==> src/rtl/slot_seq_pkg.sv <==
package slot_seq_pkg;

  typedef enum logic {
    ST_FETCH = 1'b0,
    ST_RUN   = 1'b1
  } seq_state_e;

  function automatic int num_slots(input int cell_w, input int op_w);
    return (cell_w + op_w - 1) / op_w;
  endfunction

endpackage

==> src/rtl/slot_extract.sv <==
module slot_extract #(
  parameter int CELL_W    = 32,
  parameter int OP_W      = 6,
  parameter int NUM_SLOTS = 6,
  parameter int IDX_W     = 4
) (
  input  logic [CELL_W-1:0] cell_i,
  input  logic [IDX_W-1:0]  idx_i,
  output logic [OP_W-1:0]   op_o
);

  logic [OP_W-1:0] vals [NUM_SLOTS];

  for (genvar k = 0; k < NUM_SLOTS; k++) begin : g_slot
    localparam int HI = CELL_W - 1 - k * OP_W;
    if (HI - OP_W + 1 >= 0) begin : g_full
      assign vals[k] = cell_i[HI -: OP_W];
    end else begin : g_part
      // short tail slot, zero-extended
      assign vals[k] = OP_W'(cell_i[HI:0]);
    end
  end

  always_comb begin
    op_o = '0;
    for (int k = 0; k < NUM_SLOTS; k++) begin
      if (idx_i == IDX_W'(k)) op_o = vals[k];
    end
  end

endmodule

==> src/rtl/slot_ctr.sv <==
module slot_ctr
  import slot_seq_pkg::*;
#(
  parameter int NUM_SLOTS = 6,
  parameter int SLOT_W    = 3
) (
  input  logic              clk_i,
  input  logic              rst_ni,
  input  logic              cell_valid_i,
  input  logic              step_i,
  input  logic              skip_i,
  input  logic              flush_i,
  output logic              run_o,
  output logic              load_o,
  output logic [SLOT_W-1:0] slot_o
);

  localparam logic [SLOT_W-1:0] LAST = SLOT_W'(NUM_SLOTS - 1);

  seq_state_e        state_q;
  logic [SLOT_W-1:0] slot_q;
  logic [SLOT_W:0]   nxt;
  logic              wide_skip;

  assign wide_skip = skip_i && (slot_q != LAST);
  assign nxt       = {1'b0, slot_q} + (wide_skip ? (SLOT_W+1)'(2) : (SLOT_W+1)'(1));
  assign load_o    = (state_q == ST_FETCH) && cell_valid_i && !flush_i;

  always_ff @(posedge clk_i or negedge rst_ni) begin
    if (!rst_ni) begin
      state_q <= ST_FETCH;
      slot_q  <= '0;
    end else if (flush_i) begin
      state_q <= ST_FETCH;
    end else if (state_q == ST_FETCH) begin
      if (cell_valid_i) begin
        state_q <= ST_RUN;
        slot_q  <= '0;
      end
    end else if (step_i) begin
      if (nxt > (SLOT_W+1)'(LAST)) state_q <= ST_FETCH;
      else                         slot_q  <= nxt[SLOT_W-1:0];
    end
  end

  assign run_o  = (state_q == ST_RUN);
  assign slot_o = slot_q;

endmodule

==> src/rtl/pc_unit.sv <==
module pc_unit #(
  parameter int                ADDR_W     = 18,
  parameter logic [ADDR_W-1:0] RESET_ADDR = '0
) (
  input  logic              clk_i,
  input  logic              rst_ni,
  input  logic              load_i,
  input  logic              flush_i,
  input  logic [ADDR_W-1:0] flush_addr_i,
  output logic [ADDR_W-1:0] addr_o
);

  logic [ADDR_W-1:0] addr_q;

  always_ff @(posedge clk_i or negedge rst_ni) begin
    if (!rst_ni)      addr_q <= RESET_ADDR;
    else if (flush_i) addr_q <= flush_addr_i;
    else if (load_i)  addr_q <= addr_q + 1'b1;
  end

  assign addr_o = addr_q;

endmodule

==> src/rtl/slot_seq_top.sv <==
module slot_seq_top
  import slot_seq_pkg::*;
#(
  parameter int                CELL_W     = 32,
  parameter int                OP_W       = 6,
  parameter int                ADDR_W     = 18,
  parameter logic [ADDR_W-1:0] RESET_ADDR = '0,
  localparam int               NUM_SLOTS  = num_slots(CELL_W, OP_W),
  localparam int               SLOT_W     = $clog2(NUM_SLOTS)
) (
  input  logic              clk_i,
  input  logic              rst_ni,
  input  logic [CELL_W-1:0] cell_i,
  input  logic              cell_valid_i,
  input  logic              step_i,
  input  logic              skip_i,
  input  logic              flush_i,
  input  logic [ADDR_W-1:0] flush_addr_i,
  output logic              fetch_req_o,
  output logic [ADDR_W-1:0] fetch_addr_o,
  output logic [OP_W-1:0]   op_o,
  output logic              op_valid_o,
  output logic [SLOT_W-1:0] slot_o,
  output logic [OP_W-1:0]   skip_op_o
);

  localparam int IDX_W = SLOT_W + 1;

  logic              run;
  logic              load;
  logic [SLOT_W-1:0] slot;
  logic [CELL_W-1:0] cell_q;

  slot_ctr #(
    .NUM_SLOTS (NUM_SLOTS),
    .SLOT_W    (SLOT_W)
  ) u_ctr (
    .clk_i        (clk_i),
    .rst_ni       (rst_ni),
    .cell_valid_i (cell_valid_i),
    .step_i       (step_i),
    .skip_i       (skip_i),
    .flush_i      (flush_i),
    .run_o        (run),
    .load_o       (load),
    .slot_o       (slot)
  );

  pc_unit #(
    .ADDR_W     (ADDR_W),
    .RESET_ADDR (RESET_ADDR)
  ) u_pc (
    .clk_i        (clk_i),
    .rst_ni       (rst_ni),
    .load_i       (load),
    .flush_i      (flush_i),
    .flush_addr_i (flush_addr_i),
    .addr_o       (fetch_addr_o)
  );

  always_ff @(posedge clk_i or negedge rst_ni) begin
    if (!rst_ni)   cell_q <= '0;
    else if (load) cell_q <= cell_i;
  end

  slot_extract #(
    .CELL_W (CELL_W), .OP_W (OP_W), .NUM_SLOTS (NUM_SLOTS), .IDX_W (IDX_W)
  ) u_cur (
    .cell_i (cell_q),
    .idx_i  ({1'b0, slot}),
    .op_o   (op_o)
  );

  // index NUM_SLOTS is out of range and yields zero
  slot_extract #(
    .CELL_W (CELL_W), .OP_W (OP_W), .NUM_SLOTS (NUM_SLOTS), .IDX_W (IDX_W)
  ) u_nxt (
    .cell_i (cell_q),
    .idx_i  ({1'b0, slot} + IDX_W'(1)),
    .op_o   (skip_op_o)
  );

  assign op_valid_o  = run;
  assign fetch_req_o = !run;
  assign slot_o      = slot;


  accept_starts_slot0_chk: assert property (@(posedge clk_i) disable iff (!rst_ni)
    (fetch_req_o && cell_valid_i && !flush_i) |=> (op_valid_o && slot_o == '0));


  accept_bumps_addr_chk: assert property (@(posedge clk_i) disable iff (!rst_ni)
    (fetch_req_o && cell_valid_i && !flush_i) |=> (fetch_addr_o == $past(fetch_addr_o) + 1'b1));


  step_advance_chk: assert property (@(posedge clk_i) disable iff (!rst_ni)
    (op_valid_o && step_i && !skip_i && !flush_i && slot_o != SLOT_W'(NUM_SLOTS-1))
    |=> (op_valid_o && slot_o == SLOT_W'($past(slot_o) + 1'b1)));


  last_step_fetch_chk: assert property (@(posedge clk_i) disable iff (!rst_ni)
    (op_valid_o && step_i && slot_o == SLOT_W'(NUM_SLOTS-1)) |=> (fetch_req_o && !op_valid_o));


  flush_redirect_chk: assert property (@(posedge clk_i) disable iff (!rst_ni)
    flush_i |=> (fetch_req_o && fetch_addr_o == $past(flush_addr_i)));


  fetch_wait_hold_chk: assert property (@(posedge clk_i) disable iff (!rst_ni)
    (fetch_req_o && !cell_valid_i && !flush_i) |=> (fetch_req_o && $stable(slot_o) && $stable(fetch_addr_o)));

endmodule

==> config.mk <==
export PLATFORM = sky130hd
export DESIGN_NAME = slot_seq_top
export DESIGN_NICKNAME = d
export VERILOG_FILES = /design/src/rtl/slot_seq_pkg.sv /design/src/rtl/slot_extract.sv /design/src/rtl/slot_ctr.sv /design/src/rtl/pc_unit.sv /design/src/rtl/slot_seq_top.sv
export SDC_FILE = /design/constraint.sdc
export NUM_CORES = 1
export LEC_CHECK = 0
export CAP_MARGIN = 10
export CORE_MARGIN = 4
export CORE_UTILIZATION = 53
export DETAILED_ROUTE_END_ITERATION = 6
export HOLD_SLACK_MARGIN = 0.08
export PLACE_DENSITY = 0.95
export SLEW_MARGIN = 25
export SYNTH_ARGS = -nofsm -noshare
export SYNTH_HDL_FRONTEND = slang
export SYNTH_HIERARCHICAL = 1
export SYNTH_SLANG_ARGS = --single-unit
==> constraint.sdc <==
create_clock -name clk_i -period 6.2 [get_ports clk_i]
set_input_delay 0.62 -clock clk_i [delete_from_list [all_inputs] [get_ports clk_i]]
set_output_delay 0.62 -clock clk_i [all_outputs]
set_load 0.01 [all_outputs]
==> results.cfg <==
[setup_path]
critPathLaunchType = flip-flop
slowest_stage = dfrtp_1
worstPathArrival_ns = 3.46
cp.required_ns = 5.58
critPathMaxFanout = 21
crit_chain = ha_1 > xor2_1 > nor2b_1 > a21oi_1 > o31a_1 > o21ai_0 > clkdlybuf4s50_1
cpPeakStageDelay_ns = 0.82
rr_worst_depth = 8
path_class = reg2out
worstSetupEndpointType = output pin

[route]
drc_errors = 0
first_pass_iters = 5
drt_iter0_drc = 121
viasPerCell = 5.83
vias = 2748
ant_nets = 0
post_drt_wl_per_cell_um = 17.5
wirelength_um = 8260

[pwr]
intPower_w = 0.000781
ir_drop_mv = 0.207
p_switching_w = 0.000385
power_frac_comb = 0.405
power.density_nw_per_um2 = 264
p_seq_frac = 0.415
power_frac_clock = 0.180
p_leak_nw = 1.84
finalPower_w = 0.00117
switching_share = 0.330

[timing]
fmax_mhz = 245
fin_crit_ns = 4.08
worstMarginPinSlew_ns = 0.893
max_slew_margin = 0.404
final.setup_skew_ns = 0.00558
min_period_over_period = 0.658
rsz0062_at_grt = no
final.setup.tns_ns = 0
drv_slew = 0
fin_ws_ns = 2.12
setup_viol = 0
hold_viol = 0

[min_path]
worstHoldPathType = in2async

[synthesis]
synthMuxAreaShare = 0.221
synthArstFlopShare = 1.00
synth_xor_xnor_area_share = 0.0355
synth_area_per_cell_um2 = 11.3
synthAdderAreaFrac = 0.0203
ys.flop_type = dfrtp_1
synth-compound-area-share = 0.109
synth_top_family_by_area = multiplexers
synth_edf_count = 0
seq_area_frac_synth = 0.392
synth_cell_types = 53
yosys_warnings = 6
yosys.area_share.simple = 0.159
synth-seq-cells = 54
synth_cells = 306
syn-cell-area_um2 = 3450

[clock_network]
cts_root_buf = clkbuf_8
cts-buffers-inserted = 5
post_cts_buffers = 0
clkLatencyLatePin_ns = 0.32
clk_pin_slew_worst_paths_ns = 0.10
cts_buffer_depth = 2
post_cts_resize_count = 0
hold_buffers = 0
clock_sinks = 54
htreeDepth = 2
cts_tree = built

[layout]
final_util = 0.695
layout_common_cells = clkdlybuf4s50_1, dfrtp_1, nand2_1
final_area_um2 = 4420
fillers = 431
nNetsFinal = 454
drive_above_1_share = 0.162
synthToLayoutAreaGrowth_pct = 28.0
insertedDiodeCount = 0
final_common_cell = clkdlybuf4s50_1

[grt]
antenna_found_initial = 0
grt_max_degree = 55
track_usage = 0.220
grt_first_pass_wirelength_um = 13700
grt_pass1_vias = 2813
gr-total-overflow = 0

[flow_run]
drv_cap = 0

[floorplanning]
rows = 29
initial_utilization = 0.543
die_h_um = 88.7
die-area_um2 = 7860
coreArea_um2 = 6350
num_io_pins = 91
die_w_um = 88.7

[place]
port-buffer-count = 90
pre_cts_slack_ns = 2.47
dpl-instance-area_um2 = 4320
dpl.hpwl_um = 5980
gp_congestion = 0.884

[run_status]
outcome = finished, final reports clean
-- layout make-up --
cell class | count | area, um^2 | area share
repair buffers | 92 | 911 | 0.206
multi-input cells | 224 | 1900 | 0.430
clock inverters | 2 | 12.5 | 0.00283
inverters | 16 | 61.3 | 0.0139
clock buffers | 6 | 82.6 | 0.0187
flip-flops and latches | 54 | 1350 | 0.306
well taps | 77 | 96.3 | 0.0218
-- power by group through the flow --
stage                     Clock [W]  Combinational, W  Sequential, W
after CTS                  0.000217          0.000470       0.000484
after global routing       0.000227          0.000508       0.000495
after floorplan                   0          0.000290       0.000469
after global placement            0          0.000452       0.000486
after detailed placement          0          0.000466       0.000490
final                      0.000210          0.000472       0.000484
-- cell families (layout without fill, tap and decap cells) --
kind of cell    Yosys count  after routing
compound gates           55             55
other cells               1              6
mux                      48             48
xor+xnor                 14             14
simple gates             96             96
flops                    54             54
buf+inv                  33            116
fa+ha+maj                 5              5
-- through the flow --
| step | hold WS (ns) | std cells |
|---|---|---|
| after floorplan | 0.324 | 311 |
| after global placement | 0.500 | 463 |
| after detailed placement | 0.512 | 463 |
| after CTS | 0.444 | 471 |
| after global routing | 0.480 | 471 |
| final | 0.414 | 471 |
-- flip-flops by register name (all words and copies together) (netlist names) --
register,cells
u_pc/addr_o,18
cell_q,32
u_ctr/run_o,1
u_ctr/slot_o,3
-- layer usage --
layer  track usage  routed length (um)  vias up
li1              -                   -     1282
met3        0.0466                 690       10
met2         0.366                4080      124
met4        0.0467                  73        0
met5             0                   0        -
met1         0.297                3420     1332
-- path summary, 6_finish.rpt --
path	slack [ns]	end	start
worst min register to register	0.53	cell_q[19]	cell_q[19]
max in group asynchronous	5.34	cell_q[11]	rst_ni
worst min-delay path	0.41	cell_q[4]	rst_ni
min in group clk_i	0.53	cell_q[19]	cell_q[19]
worst max register to register	3.49	u_ctr/slot_o[2]	u_ctr/slot_o[0]
worst max-delay path	2.12	skip_op_o[0]	u_ctr/slot_o[0]
-- Yosys cell counts (5+ instances only) --
| library cell | number | area (um^2) |
|---|---|---|
| dfrtp_1 | 54 | 1350 |
| nand2_1 | 33 | 124 |
| mux2_4 | 30 | 450 |
| nor2_1 | 17 | 63.8 |
| inv_1 | 16 | 60.1 |
| o21ai_0 | 12 | 60.1 |
| a21oi_1 | 9 | 45.0 |
| nand4_1 | 9 | 56.3 |
| xnor2_1 | 9 | 78.8 |
| a22oi_1 | 6 | 45.0 |
| mux2_2 | 6 | 67.6 |
| mux4_1 | 6 | 158 |
| nor2b_1 | 6 | 37.5 |
| buf_2 | 5 | 25.0 |
| buf_6 | 5 | 56.3 |
| nor4_1 | 5 | 31.3 |
| o21ai_1 | 5 | 25.0 |
| xor2_1 | 5 | 43.8 |
-- critical path, delay by kind of cell (launching register included) --
kind | cells | cell delay (ns)
buffers and inverters | 1 | 0.56
adders and majority gates | 1 | 0.28
DFF | 1 | 0.82
xor gates and xnor gates | 1 | 0.31
and+or+nand+nor | 1 | 0.65
AOI/OAI and AO/OA | 3 | 0.52
No activity file was read; power rests on OpenSTA's default activity.
